$ cat config.mk
export PLATFORM = sky130hd
export DESIGN_NAME = lane_lock_ctrl
export DESIGN_NICKNAME = d
export VERILOG_FILES = /design/src/rtl/lane_lock_pkg.sv /design/src/rtl/lane_err_mon.sv /design/src/rtl/lane_sync_fsm.sv /design/src/rtl/lane_deskew_link.sv /design/src/rtl/lane_lock_ctrl.sv
export SDC_FILE = /design/constraint.sdc
export NUM_CORES = 1
export LEC_CHECK = 0
export CAP_MARGIN = 30
export CORE_ASPECT_RATIO = 0.75
export CORE_MARGIN = 4
export CORE_UTILIZATION = 36
export DETAILED_ROUTE_END_ITERATION = 8
export SLEW_MARGIN = 20
export SYNTH_ARGS = -nofsm -noshare
export SYNTH_HDL_FRONTEND = slang
export SYNTH_SLANG_ARGS = --single-unit
$ cat constraint.sdc
create_clock -name clk -period 3.7 [get_ports clk]
set_input_delay 0.555 -clock clk [delete_from_list [all_inputs] [get_ports clk]]
set_output_delay 0.555 -clock clk [all_outputs]
set_load 0.02 [all_outputs]
$ cat src/rtl/lane_lock_pkg.sv
package lane_lock_pkg;

  typedef enum logic [1:0] {
    ST_HUNT   = 2'd0,
    ST_ACQ    = 2'd1,
    ST_RESYNC = 2'd2,
    ST_LOCKED = 2'd3
  } lane_state_e;

  typedef enum logic [1:0] {
    PH_IDLE   = 2'd0,
    PH_GATHER = 2'd1,
    PH_ACK    = 2'd2
  } link_phase_e;

  typedef struct packed {
    logic err;
    logic eof;
    logic kflag;
  } lane_stat_t;

  // Status code seen at the ports for a lane state.
  function automatic lane_stat_t status_code(input lane_state_e st, input logic seen);
    lane_stat_t s;
    case (st)
      ST_HUNT:   s = lane_stat_t'(3'b101);
      ST_ACQ:    s = lane_stat_t'(3'b011);
      ST_RESYNC: s = seen ? lane_stat_t'(3'b111) : lane_stat_t'(3'b011);
      ST_LOCKED: s = lane_stat_t'(3'b010);
      default:   s = lane_stat_t'(3'b101);
    endcase
    return s;
  endfunction

  // True when this error completes a run of 'limit' consecutive errors.
  function automatic logic run_trip(input int unsigned run, input logic hit,
                                    input int unsigned limit);
    return hit && ((run + 1) >= limit);
  endfunction

  // True when the block tally including this character exceeds one half.
  function automatic logic rate_trip(input int unsigned tally, input logic hit,
                                     input int unsigned blk_len);
    int unsigned total;
    total = tally + (hit ? 32'd1 : 32'd0);
    return (total * 2) > blk_len;
  endfunction

endpackage

$ cat src/rtl/lane_err_mon.sv
module lane_err_mon #(
  parameter int RUN_LIMIT = 4,
  parameter int BLOCK_LEN = 16
) (
  input  logic clk,
  input  logic rst_n,
  input  logic active,
  input  logic dec_err,
  output logic trip
);
  import lane_lock_pkg::*;

  localparam int RW = $clog2(RUN_LIMIT + 1);
  localparam int BW = $clog2(BLOCK_LEN);
  localparam int TW = $clog2(BLOCK_LEN + 1);

  logic [RW-1:0] run_q;
  logic [BW-1:0] blk_q;
  logic [TW-1:0] tally_q;
  logic          blk_last;
  logic          run_hit;
  logic          rate_hit;

  assign blk_last = active && (32'(blk_q) == BLOCK_LEN - 1);
  assign run_hit  = active && run_trip(32'(run_q), dec_err, RUN_LIMIT);
  assign rate_hit = blk_last && rate_trip(32'(tally_q), dec_err, BLOCK_LEN);
  assign trip     = run_hit || rate_hit;

  always_ff @(posedge clk or negedge rst_n) begin
    if (!rst_n) begin
      run_q   <= '0;
      blk_q   <= '0;
      tally_q <= '0;
    end else if (!active) begin
      run_q   <= '0;
      blk_q   <= '0;
      tally_q <= '0;
    end else begin
      if (!dec_err)
        run_q <= '0;
      else if (32'(run_q) < RUN_LIMIT)
        run_q <= run_q + 1'b1;
      blk_q   <= blk_last ? '0 : blk_q + 1'b1;
      tally_q <= blk_last ? '0 : tally_q + TW'(dec_err);
    end
  end

endmodule

$ cat src/rtl/lane_sync_fsm.sv
module lane_sync_fsm #(
  parameter int COMMA_RUN = 4
) (
  input  logic clk,
  input  logic rst_n,
  input  logic is_comma,
  input  logic is_data,
  input  logic cdr_los,
  input  logic err_exit,
  input  logic force_hunt,
  input  logic link_mode,
  input  logic link_go,
  input  logic link_fail,
  output lane_lock_pkg::lane_state_e state,
  output logic seen,
  output logic lose_lock
);
  import lane_lock_pkg::*;

  localparam int CW = $clog2(COMMA_RUN + 1);

  lane_state_e   st_q, st_d;
  logic [CW-1:0] cnt_q, cnt_d;
  logic          seen_q, seen_d;

  always_comb begin
    st_d   = st_q;
    cnt_d  = cnt_q;
    seen_d = seen_q;
    if (force_hunt || link_fail || cdr_los) begin
      st_d   = ST_HUNT;
      cnt_d  = '0;
      seen_d = 1'b0;
    end else begin
      case (st_q)
        ST_HUNT: begin
          if (is_comma) begin
            st_d  = ST_ACQ;
            cnt_d = CW'(1);
          end
        end
        ST_ACQ: begin
          if (is_comma) begin
            if ((32'(cnt_q) + 1) >= COMMA_RUN) begin
              st_d  = ST_RESYNC;
              cnt_d = '0;
            end else begin
              cnt_d = cnt_q + 1'b1;
            end
          end else begin
            cnt_d = '0;
          end
        end
        ST_RESYNC: begin
          if (is_data) seen_d = 1'b1;
          if (link_mode ? link_go : seen_q) begin
            st_d   = ST_LOCKED;
            seen_d = 1'b0;
          end
        end
        ST_LOCKED: begin
          if (err_exit) st_d = ST_HUNT;
        end
        default: st_d = ST_HUNT;
      endcase
    end
  end

  always_ff @(posedge clk or negedge rst_n) begin
    if (!rst_n) begin
      st_q   <= ST_HUNT;
      cnt_q  <= '0;
      seen_q <= 1'b0;
    end else begin
      st_q   <= st_d;
      cnt_q  <= cnt_d;
      seen_q <= seen_d;
    end
  end

  assign state     = st_q;
  assign seen      = seen_q;
  assign lose_lock = (st_q == ST_LOCKED) && (cdr_los || err_exit);

endmodule

$ cat src/rtl/lane_deskew_link.sv
module lane_deskew_link #(
  parameter int NLANES = 4,
  parameter int WINDOW = 5
) (
  input  logic              clk,
  input  logic              rst_n,
  input  logic              link_mode,
  input  logic              abort,
  input  logic [NLANES-1:0] in_resync,
  input  logic [NLANES-1:0] seen,
  input  logic              align_ok,
  output logic              capture,
  output logic              go,
  output logic              fail
);
  import lane_lock_pkg::*;

  localparam int WW = $clog2(WINDOW + 1);

  link_phase_e   ph_q;
  logic [WW-1:0] cnt_q;
  logic          all_seen, any_seen, all_resync;
  logic          win_fail, ack_lost;

  assign all_seen   = &seen;
  assign any_seen   = |seen;
  assign all_resync = &in_resync;

  assign capture  = link_mode && (ph_q != PH_ACK) && all_seen;
  assign go       = link_mode && (ph_q == PH_ACK) && align_ok && all_resync;
  assign win_fail = link_mode && (ph_q == PH_GATHER) && !all_seen
                    && (32'(cnt_q) == WINDOW - 1);
  assign ack_lost = link_mode && (ph_q == PH_ACK) && !all_resync;
  assign fail     = win_fail || ack_lost;

  always_ff @(posedge clk or negedge rst_n) begin
    if (!rst_n) begin
      ph_q  <= PH_IDLE;
      cnt_q <= '0;
    end else if (!link_mode || abort || fail || go) begin
      ph_q  <= PH_IDLE;
      cnt_q <= '0;
    end else begin
      case (ph_q)
        PH_IDLE: begin
          if (capture) begin
            ph_q <= PH_ACK;
          end else if (any_seen) begin
            ph_q  <= PH_GATHER;
            cnt_q <= WW'(1);
          end
        end
        PH_GATHER: begin
          if (capture) ph_q <= PH_ACK;
          else         cnt_q <= cnt_q + 1'b1;
        end
        PH_ACK:  ph_q <= PH_ACK;
        default: ph_q <= PH_IDLE;
      endcase
    end
  end

endmodule

$ cat src/rtl/lane_lock_ctrl.sv
module lane_lock_ctrl #(
  parameter int NLANES    = 4,
  parameter int COMMA_RUN = 4,
  parameter int WINDOW    = 5,
  parameter int RUN_LIMIT = 4,
  parameter int BLOCK_LEN = 16
) (
  input  logic              clk,
  input  logic              rst_n,
  input  logic              lock_en,
  input  logic              resync_n,
  input  logic [NLANES-1:0] rx_comma,
  input  logic [NLANES-1:0] rx_data,
  input  logic [NLANES-1:0] rx_dec_err,
  input  logic [NLANES-1:0] rx_los,
  input  logic              align_ok,
  output logic              align_capture,
  output logic [NLANES-1:0] stat_err,
  output logic [NLANES-1:0] stat_eof,
  output logic [NLANES-1:0] stat_kflag
);
  import lane_lock_pkg::*;

  logic              lock_q;
  logic              force_hunt;
  logic              link_go, link_fail_dl, collapse, lane_fail;
  lane_state_e       lane_st [NLANES];
  logic [NLANES-1:0] lane_seen, lane_lose, mon_trip;
  logic [NLANES-1:0] lane_hunt, lane_resync, lane_locked;
  logic [NLANES-1:0] is_data;

  always_ff @(posedge clk or negedge rst_n) begin
    if (!rst_n) lock_q <= 1'b0;
    else        lock_q <= lock_en;
  end

  assign force_hunt = !resync_n || (lock_q && !lock_en);
  assign is_data    = rx_data & ~rx_comma;
  assign collapse   = lock_en && (|lane_lose);
  assign lane_fail  = link_fail_dl || collapse;

  for (genvar g = 0; g < NLANES; g++) begin : g_lane
    lane_err_mon #(
      .RUN_LIMIT(RUN_LIMIT),
      .BLOCK_LEN(BLOCK_LEN)
    ) u_mon (
      .clk    (clk),
      .rst_n  (rst_n),
      .active (lane_locked[g]),
      .dec_err(rx_dec_err[g]),
      .trip   (mon_trip[g])
    );

    lane_sync_fsm #(
      .COMMA_RUN(COMMA_RUN)
    ) u_fsm (
      .clk       (clk),
      .rst_n     (rst_n),
      .is_comma  (rx_comma[g]),
      .is_data   (is_data[g]),
      .cdr_los   (rx_los[g]),
      .err_exit  (mon_trip[g]),
      .force_hunt(force_hunt),
      .link_mode (lock_en),
      .link_go   (link_go),
      .link_fail (lane_fail),
      .state     (lane_st[g]),
      .seen      (lane_seen[g]),
      .lose_lock (lane_lose[g])
    );

    assign lane_hunt[g]   = (lane_st[g] == ST_HUNT);
    assign lane_resync[g] = (lane_st[g] == ST_RESYNC);
    assign lane_locked[g] = (lane_st[g] == ST_LOCKED);
    assign {stat_err[g], stat_eof[g], stat_kflag[g]} = status_code(lane_st[g], lane_seen[g]);
  end

  lane_deskew_link #(
    .NLANES(NLANES),
    .WINDOW(WINDOW)
  ) u_link (
    .clk      (clk),
    .rst_n    (rst_n),
    .link_mode(lock_en),
    .abort    (force_hunt),
    .in_resync(lane_resync),
    .seen     (lane_seen),
    .align_ok (align_ok),
    .capture  (align_capture),
    .go       (link_go),
    .fail     (link_fail_dl)
  );

endmodule

==> results of run 1 <==
==> layer usage <==
metal | wire, um | part of all wire | track usage
met4 | 121 | 0.012 | 0.0295
met3 | 327 | 0.031 | 0.0411
met1 | 5180 | 0.50 | 0.193
met2 | 4770 | 0.46 | 0.222
met5 | 0 | 0 | 0
==> cells by family after synthesis <==
family	count (synthesis)	synth area share
muxes	19	0.0416
AOI/OAI and AO/OA	87	0.133
DFF	78	0.405
and+or+nand+nor	201	0.223
adders and majority gates	46	0.120
buffers and inverters	38	0.0346
xor gates and xnor gates	24	0.0437
==> area by class of cell <==
cell class	instances	area share
inverters	29	0.0192
repair buffers	36	0.0654
clock inverters	4	0.0124
flip-flops and latches	78	0.345
well taps	171	0.0378
clock buffers	11	0.0446
multi-input cells	377	0.476
==> sequential cells by signal, indices dropped and copies added, names as in the netlist <==
name / count
u_link.ph_q: 2
u_link.cnt_q: 3
g_lane.u_fsm.seen: 4
g_lane.u_mon.tally_q: 20
g_lane.u_mon.run_q: 12
g_lane.u_fsm.cnt_q: 12
lock_q: 1
g_lane.u_fsm.state: 8
g_lane.u_mon.blk_q: 16
==> worst reg2reg max path, cell delays in order, from the launching register on <==
cell and delay, ns:
sky130_fd_sc_hd__dfrtp_1 0.38, sky130_fd_sc_hd__ha_1 0.23, sky130_fd_sc_hd__ha_1 0.32, sky130_fd_sc_hd__a211oi_1 0.26, sky130_fd_sc_hd__nand3_1 0.13, sky130_fd_sc_hd__nand3_1 0.10
sky130_fd_sc_hd__o2111ai_1 0.17, sky130_fd_sc_hd__or4_4 0.68, sky130_fd_sc_hd__a2111oi_2 0.37
==> power groups by stage <==
stage / logic (uW) / registers (uW) / clock network, uW
global placement: 149 / 879 / 0
global route: 169 / 864 / 1020
finish: 152 / 864 / 951
CTS: 154 / 863 / 982
floorplan: 74.9 / 878 / 0
detailed placement: 154 / 879 / 0
==> how the worst max path moves through the flow <==
stage,to,slack (ns),cells past startpoint
CTS,g_lane[0].u_fsm.state[0]$_DFFE_PN0P_,0.59,9
global route,g_lane[0].u_fsm.state[0]$_DFFE_PN0P_,0.41,9
finish,g_lane[0].u_fsm.state[0]$_DFFE_PN0P_,0.58,9
global placement,g_lane[3].u_fsm.state[0]$_DFFE_PN0P_,0.34,9
detailed placement,g_lane[0].u_fsm.state[0]$_DFFE_PN0P_,0.24,9
floorplan,g_lane[2].u_fsm.state[0]$_DFFE_PN0P_,1.11,9
==> synth_stat cells, types with 8 or more instances <==
cell type	instances	share of area
sky130_fd_sc_hd__nor3_2	16	0.033
sky130_fd_sc_hd__and3_1	14	0.018
sky130_fd_sc_hd__nand3_1	25	0.026
sky130_fd_sc_hd__xnor2_1	10	0.018
sky130_fd_sc_hd__ha_1	46	0.12
sky130_fd_sc_hd__mux2i_1	17	0.035
sky130_fd_sc_hd__a21oi_1	13	0.014
sky130_fd_sc_hd__inv_1	29	0.023
sky130_fd_sc_hd__dfrtp_1	78	0.41
sky130_fd_sc_hd__xor2_1	14	0.025
sky130_fd_sc_hd__o21ai_0	17	0.018
sky130_fd_sc_hd__nand2_1	48	0.037
sky130_fd_sc_hd__a31oi_1	11	0.014
sky130_fd_sc_hd__and2_1	8	0.010
sky130_fd_sc_hd__nor2_1	50	0.039
==> through the flow <==
stage / cells / worst slack (ns) / hold WS (ns) / cell area, um^2 / total power [uW]
after global routing: 706 / 0.412 / 0.141 / 5660 / 2050
after detailed placement: 691 / 0.235 / 0.456 / 5340 / 1030
after CTS: 706 / 0.588 / 0.133 / 5660 / 2000
after floorplan: 493 / 1.11 / 0.259 / 4810 / 953
final: 706 / 0.579 / 0.131 / 5660 / 1970
after global placement: 690 / 0.343 / 0.448 / 5310 / 1030
==> metrics.txt, run 1 <==
# TYPE chip_impl_metric gauge
chip_impl_info{name="outcome",value="complete, no violations"} 1
chip_impl_info{name="synth_top_flop_cell",value="sky130_fd_sc_hd__dfrtp_1"} 1
chip_impl_metric{name="cts_buffer_depth",unit=""} 2
chip_impl_info{name="regToRegStartpoint",value="g_lane[0].u_mon.tally_q[0]$_DFF_PN0_"} 1
chip_impl_metric{name="chipHeight",unit="um"} 108
chip_impl_metric{name="finalSetupTns",unit="ns"} 0
chip_impl_metric{name="final_slew_violations",unit=""} 0
chip_impl_metric{name="grt_antenna_before_repair",unit=""} 0
chip_impl_metric{name="post_cts.resized_instances",unit=""} 0
chip_impl_info{name="worst_flop_to_flop_path_endpoint",value="g_lane[0].u_fsm.state[0]$_DFFE_PN0P_"} 1
chip_impl_metric{name="syn-num-nets",unit=""} 560
chip_impl_info{name="cts_tree",value="yes"} 1
chip_impl_info{name="path_class",value="in2reg"} 1
chip_impl_metric{name="share_of_cells_above_drive_strength_1",unit=""} 0.103
chip_impl_metric{name="drt_drc_violations_left",unit=""} 0
chip_impl_metric{name="grt_pass1_wl",unit="mm"} 17.3
chip_impl_metric{name="post-cts-setup-buffers",unit=""} 0
chip_impl_metric{name="timing.fmax",unit="MHz"} 320
chip_impl_metric{name="place.port_buffers",unit=""} 33
chip_impl_info{name="most-common-layout-cells",value="78 x sky130_fd_sc_hd__dfrtp_1, 50 x sky130_fd_sc_hd__nor2_1, 48 x sky130_fd_sc_hd__nand2_1"} 1
chip_impl_metric{name="crit_buf_inv",unit=""} 1
chip_impl_metric{name="worst_path_largest_cell_delay",unit="ns"} 0.68
chip_impl_metric{name="yosys_register_bits",unit=""} 78
chip_impl_info{name="critPathCaptureType",value="register"} 1
chip_impl_metric{name="routed_wire_length",unit="mm"} 10.4
chip_impl_metric{name="tritoncts.num_buffers",unit=""} 9
chip_impl_info{name="ctsRootBufferMaster",value="sky130_fd_sc_hd__clkbuf_16"} 1
chip_impl_metric{name="syn_area",unit="um^2"} 4810
chip_impl_metric{name="place_hpwl",unit="mm"} 7.64
chip_impl_metric{name="cts-htree-levels",unit=""} 3
chip_impl_metric{name="ys.warnings.count",unit=""} 0
chip_impl_info{name="cp-start-kind",value="primary input"} 1
chip_impl_metric{name="fin_worst_skew",unit="ns"} 0.00693
chip_impl_metric{name="ant_nets",unit=""} 0
chip_impl_metric{name="coreArea",unit="um^2"} 13000
chip_impl_info{name="critical_path.top_delay_family",value="simple AND/OR/NAND/NOR gates"} 1
chip_impl_metric{name="clock_sinks",unit=""} 78
chip_impl_info{name="layout.cells.most_common",value="sky130_fd_sc_hd__dfrtp_1"} 1
chip_impl_metric{name="detailedRoute.firstIterationViolations",unit=""} 248
chip_impl_metric{name="synth-edff-count",unit=""} 0
chip_impl_metric{name="path_clk_slew",unit="ns"} 0.06
chip_impl_metric{name="relSlewSlack",unit=""} 0.681
chip_impl_metric{name="timing.final.crit_period",unit="ns"} 3.12
chip_impl_metric{name="total_switching_power",unit="uW"} 427
chip_impl_metric{name="dieWidth",unit="um"} 142
chip_impl_metric{name="globalRouteTotalUtil",unit=""} 0.141
chip_impl_metric{name="num-fill-cells",unit=""} 1217
chip_impl_info{name="worst_path_max_delay_cell",value="sky130_fd_sc_hd__or4_4"} 1
chip_impl_metric{name="pin_count_of_the_biggest_net_entering_global_routing",unit=""} 55
chip_impl_metric{name="post-route-period-util",unit=""} 0.844
chip_impl_metric{name="final-seq-area",unit="um^2"} 1950
chip_impl_metric{name="power_share_of_the_sequential_group",unit=""} 0.439
chip_impl_metric{name="grt-ovfl-total",unit=""} 0
chip_impl_metric{name="total_leakage_power",unit="uW"} 0.00255
chip_impl_metric{name="core.rowCount",unit=""} 36
chip_impl_info{name="critical_path.cell_chain",value="clkdlybuf4s50_1 -> ha_1 -> ha_1 -> a211oi_1 -> nand3_1 -> nand3_1 -> o2111ai_1 -> or4_4 -> a2111oi_2"} 1
chip_impl_metric{name="synth.avg_cell_area",unit="um^2"} 9.77
chip_impl_metric{name="drt-vias-per-instance",unit=""} 5.15
chip_impl_metric{name="antenna-diode-count",unit=""} 0
chip_impl_metric{name="synthCells",unit=""} 493
chip_impl_metric{name="hold_violations",unit=""} 0
chip_impl_metric{name="synth-async-reset-ratio",unit=""} 1.00
chip_impl_metric{name="ios",unit=""} 34
chip_impl_metric{name="worst-path-max-fanout",unit=""} 24
chip_impl_metric{name="vdd_drop_max",unit="mV"} 0.223
chip_impl_metric{name="route.detailed.wl_per_inst",unit="um"} 14.7
chip_impl_metric{name="data_required_time_of_the_critical_path",unit="ns"} 3.91
chip_impl_metric{name="fin_util",unit=""} 0.435
chip_impl_metric{name="power_report.internal_total",unit="uW"} 1540
chip_impl_metric{name="finalSetupViolations",unit=""} 0
chip_impl_metric{name="floorplan.initialDensity",unit=""} 0.370
chip_impl_metric{name="vias",unit=""} 3634
chip_impl_metric{name="vias_in_the_first_global_route",unit=""} 3568
chip_impl_metric{name="area_growth",unit="%"} 17.6
chip_impl_metric{name="die_area",unit="um^2"} 15300
chip_impl_metric{name="cp.arrival",unit="ns"} 3.34
chip_impl_metric{name="tightest_slew",unit="ns"} 0.477
chip_impl_info{name="holdCritPathClass",value="in2async"} 1
chip_impl_metric{name="multiInputGateArea",unit="um^2"} 2700
chip_impl_info{name="setup.worst_path.start",value="rx_dec_err[0]"} 1
chip_impl_metric{name="ff2ff_setup_slack",unit="ns"} 0.96
chip_impl_metric{name="drt_first_pass_iters",unit=""} 4
chip_impl_metric{name="insertion_delay",unit="ns"} 0.33
chip_impl_metric{name="comb_power_share",unit=""} 0.077
chip_impl_metric{name="ys_types",unit=""} 51
chip_impl_info{name="rsz_0062_raised_after_global_routing",value="no"} 1
chip_impl_metric{name="max_cap_violations",unit=""} 0
chip_impl_metric{name="layout_net_count",unit=""} 598
chip_impl_metric{name="cts.hold.buffers_added",unit=""} 0
chip_impl_metric{name="r2r.worst_path.cells",unit=""} 8
chip_impl_metric{name="power_per_cell_area",unit="nW/um^2"} 347
chip_impl_metric{name="synth_sequential_area_ratio",unit=""} 0.405
chip_impl_metric{name="routabilityCongestion",unit=""} 0.855
chip_impl_metric{name="switching_share",unit=""} 0.217
chip_impl_metric{name="clock_power_share",unit=""} 0.484
Note: power is estimated with default switching activity, not from simulation.
==> inputs of run 2 (changes only) <==
Clock period 3.7 ns to 3.1 ns, I/O delays scaled along.
==> run 2 against run 1 <==
Effect of this change: sequential share of layout area is 0.73 points lower; die area did not move; final area grew 2.2%; clock power up 20%; worst setup slack worse by 0.27 ns; cell count is 2.4% higher; largest power group unchanged; sequential power rose by 19%; critical path depth is 1 higher; register-to-register slack worse by 0.43 ns; utilization increased by 0.94 points.
==> metrics.txt, run 2 (synthesis results as in run 1) <==
# TYPE chip_impl_metric gauge
chip_impl_metric{name="drt-vias-per-instance",unit=""} 5.16
chip_impl_metric{name="grt_pass1_wl",unit="mm"} 17.7
chip_impl_metric{name="post_cts.resized_instances",unit=""} 0
chip_impl_metric{name="timing.final.crit_period",unit="ns"} 2.79
chip_impl_metric{name="pre_cts_slack",unit="ns"} -0.00924
chip_impl_metric{name="routed_wire_length",unit="mm"} 10.5
chip_impl_info{name="path_class",value="in2reg"} 1
chip_impl_metric{name="worst_hold_slack",unit="ns"} 0.0725
chip_impl_metric{name="vias",unit=""} 3729
chip_impl_metric{name="cts-htree-levels",unit=""} 3
chip_impl_metric{name="data_required_time_of_the_critical_path",unit="ns"} 3.35
chip_impl_metric{name="post-cts-setup-buffers",unit=""} 0
chip_impl_metric{name="timing.fmax",unit="MHz"} 359
chip_impl_info{name="most-common-layout-cells",value="78 x sky130_fd_sc_hd__dfrtp_1, 50 x sky130_fd_sc_hd__nor2_1, 48 x sky130_fd_sc_hd__nand2_1"} 1
chip_impl_metric{name="antenna-diode-count",unit=""} 0
chip_impl_metric{name="crit_buf_inv",unit=""} 2
chip_impl_metric{name="worst_path_largest_cell_delay",unit="ns"} 0.67
chip_impl_metric{name="placed_area",unit="um^2"} 5460
chip_impl_metric{name="drt_first_pass_iters",unit=""} 4
chip_impl_info{name="cp-endpoint",value="g_lane[2].u_fsm.state[1]$_DFFE_PN0P_"} 1
chip_impl_info{name="holdCritPathClass",value="in2async"} 1
chip_impl_metric{name="vdd_drop_max",unit="mV"} 0.258
chip_impl_info{name="outcome",value="complete, no violations"} 1
chip_impl_metric{name="cts.hold.buffers_added",unit=""} 0
chip_impl_info{name="largest_register",value="g_lane.u_mon.tally_q"} 1
chip_impl_metric{name="total_leakage_power",unit="uW"} 0.00262
chip_impl_metric{name="grt-ovfl-total",unit=""} 0
chip_impl_info{name="ctsRootBufferMaster",value="sky130_fd_sc_hd__clkbuf_16"} 1
chip_impl_metric{name="drt_drc_violations_left",unit=""} 0
chip_impl_metric{name="area_growth",unit="%"} 20.2
chip_impl_metric{name="fin_worst_skew",unit="ns"} 0.00499
chip_impl_metric{name="largest_reg_flops",unit=""} 20
chip_impl_metric{name="post-place-cells",unit=""} 707
chip_impl_metric{name="ff2ff_setup_slack",unit="ns"} 0.53
chip_impl_metric{name="vias_in_the_first_global_route",unit=""} 3717
chip_impl_metric{name="ios",unit=""} 34
chip_impl_metric{name="postLayoutCellArea",unit="um^2"} 5790
chip_impl_metric{name="path_clk_slew",unit="ns"} 0.06
chip_impl_metric{name="ant_nets",unit=""} 0
chip_impl_info{name="layout.cells.most_common",value="sky130_fd_sc_hd__dfrtp_1"} 1
chip_impl_info{name="cp-start-kind",value="primary input"} 1
chip_impl_metric{name="cts_buffer_depth",unit=""} 2
chip_impl_info{name="rsz_0062_raised_after_global_routing",value="no"} 1
chip_impl_metric{name="tritoncts.num_buffers",unit=""} 9
chip_impl_metric{name="share_of_cells_above_drive_strength_1",unit=""} 0.129
chip_impl_metric{name="post-route-period-util",unit=""} 0.900
chip_impl_metric{name="routabilityCongestion",unit=""} 0.814
chip_impl_metric{name="max_cap_violations",unit=""} 0
chip_impl_info{name="biggestRegsByFlops",value="g_lane.u_mon.tally_q x20, g_lane.u_mon.blk_q x16"} 1
chip_impl_metric{name="place.port_buffers",unit=""} 33
chip_impl_metric{name="post_layout_nonfiller_instances",unit=""} 723
chip_impl_metric{name="route.detailed.wl_per_inst",unit="um"} 14.5
chip_impl_info{name="critPathCaptureType",value="register"} 1
chip_impl_metric{name="grt_antenna_before_repair",unit=""} 0
chip_impl_metric{name="place_hpwl",unit="mm"} 8.14
chip_impl_info{name="setup.worst_path.start",value="rx_dec_err[2]"} 1
chip_impl_metric{name="insertion_delay",unit="ns"} 0.33
chip_impl_info{name="critical_path.top_delay_family",value="simple AND/OR/NAND/NOR gates"} 1
chip_impl_metric{name="worst_slack",unit="ns"} 0.311
chip_impl_metric{name="coreArea",unit="um^2"} 13000
chip_impl_metric{name="detailedRoute.firstIterationViolations",unit=""} 227
chip_impl_metric{name="die_area",unit="um^2"} 15300
chip_impl_info{name="cts_tree",value="yes"} 1
chip_impl_info{name="worst_flop_to_flop_path_endpoint",value="g_lane[2].u_fsm.state[0]$_DFFE_PN0P_"} 1
chip_impl_metric{name="cp.arrival",unit="ns"} 3.04
chip_impl_metric{name="relSlewSlack",unit=""} 0.702
chip_impl_metric{name="worst-path-max-fanout",unit=""} 12
chip_impl_metric{name="dieWidth",unit="um"} 142
chip_impl_metric{name="depth_of_the_critical_timing_path_with_buffers_and_inverters_included",unit=""} 10
chip_impl_info{name="critical_path.cell_chain",value="clkdlybuf4s50_1 -> ha_1 -> ha_1 -> nand2b_1 -> mux2_4 -> o211ai_2 -> nor2_1 -> or4_4 -> buf_4 -> nor3_2"} 1
chip_impl_metric{name="clock_sinks",unit=""} 78
chip_impl_info{name="path_common_cell",value="sky130_fd_sc_hd__ha_1"} 1
chip_impl_metric{name="pin_count_of_the_biggest_net_entering_global_routing",unit=""} 48
chip_impl_metric{name="globalRouteTotalUtil",unit=""} 0.144
chip_impl_metric{name="hold_violations",unit=""} 0
chip_impl_metric{name="tightest_slew",unit="ns"} 0.447
chip_impl_metric{name="finalSetupViolations",unit=""} 0
chip_impl_metric{name="chipHeight",unit="um"} 108
chip_impl_metric{name="core.rowCount",unit=""} 36
chip_impl_info{name="regToRegStartpoint",value="g_lane[1].u_fsm.state[0]$_DFFE_PN0P_"} 1
chip_impl_metric{name="r2r.worst_path.cells",unit=""} 8
chip_impl_metric{name="floorplan.initialDensity",unit=""} 0.370
chip_impl_metric{name="fin_util",unit=""} 0.445
chip_impl_metric{name="layout_net_count",unit=""} 614
chip_impl_metric{name="power_per_cell_area",unit="nW/um^2"} 408
chip_impl_metric{name="final_slew_violations",unit=""} 0
chip_impl_info{name="worst_path_max_delay_cell",value="sky130_fd_sc_hd__or4_4"} 1
[run 2: cell types whose count changed in the layout (fill, tap and decap cells not counted)]
cell and delta:
sky130_fd_sc_hd__clkinv_4 +2, sky130_fd_sc_hd__clkbuf_8 -1, sky130_fd_sc_hd__buf_4 +16, sky130_fd_sc_hd__clkbuf_1 +1, sky130_fd_sc_hd__clkinv_2 -1
[run 2: worst register-to-register path, delay by kind of cell (launching register included)]
family,cells,cell delay [ns]
DFF,1,0.44
buffers and inverters,1,0.12
AOI/OAI and AO/OA,3,0.99
adders and majority gates,1,0.27
and+or+nand+nor,3,0.65
[run 2: per-stage QoR]
| stage | power [uW] | TNS [ns] |
|---|---|---|
| after CTS | 2400 | 0 |
| after global routing | 2460 | 0 |
| after floorplan | 1140 | 0 |
| after global placement | 1240 | 0 |
| after detailed placement | 1240 | -0.00947 |
| final | 2360 | 0 |
[run 2: metal layers]
metal / vias to the layer above / track usage / share of wire
met5: - / 0 / 0
met4: 0 / 0.0466 / 0.014
met1: 1796 / 0.197 / 0.49
met3: 12 / 0.0354 / 0.034
li1: 1865 / - / -
met2: 56 / 0.227 / 0.46
[run 2: final cells by class]
cell class,count,area [um^2]
clock buffer,11,243
clock inverter,5,82.6
fill,1182,7230
inverter,29,109
multi-input combinational,377,2700
sequential,78,1950
tap,171,214
timing repair buffer,52,490
[run 2: power by group]
group | leakage, uW | switching (uW) | internal [uW]
logic | 0.00138 | 112 | 81.2
registers | 0.00109 | 6.83 | 1020
clock network | 0.000160 | 412 | 728
total | 0.00262 | 530 | 1830
[run 2: worst min path at each step]
stage / from / endpoint / slack [ns] / cells past startpoint
floorplan: rst_n / g_lane[0].u_fsm.cnt_q[0]$_DFFE_PN0P_ / 0.17 / 0
global placement: g_lane[1].u_mon.blk_q[0]$_DFF_PN0_ / g_lane[1].u_mon.blk_q[0]$_DFF_PN0_ / 0.45 / 1
CTS: rst_n / g_lane[2].u_mon.blk_q[3]$_DFF_PN0_ / 0.08 / 1
finish: rst_n / g_lane[2].u_mon.blk_q[3]$_DFF_PN0_ / 0.07 / 1
detailed placement: rst_n / g_lane[2].u_mon.blk_q[3]$_DFF_PN0_ / 0.44 / 1
global route: rst_n / g_lane[2].u_mon.blk_q[3]$_DFF_PN0_ / 0.10 / 1
==> inputs of run 3 (changes only) <==
Settings changed: TNS_END_PERCENT set to 50.
==> results of run 3 <==
Final layout, timing and power as in run 2 (identical DEF).
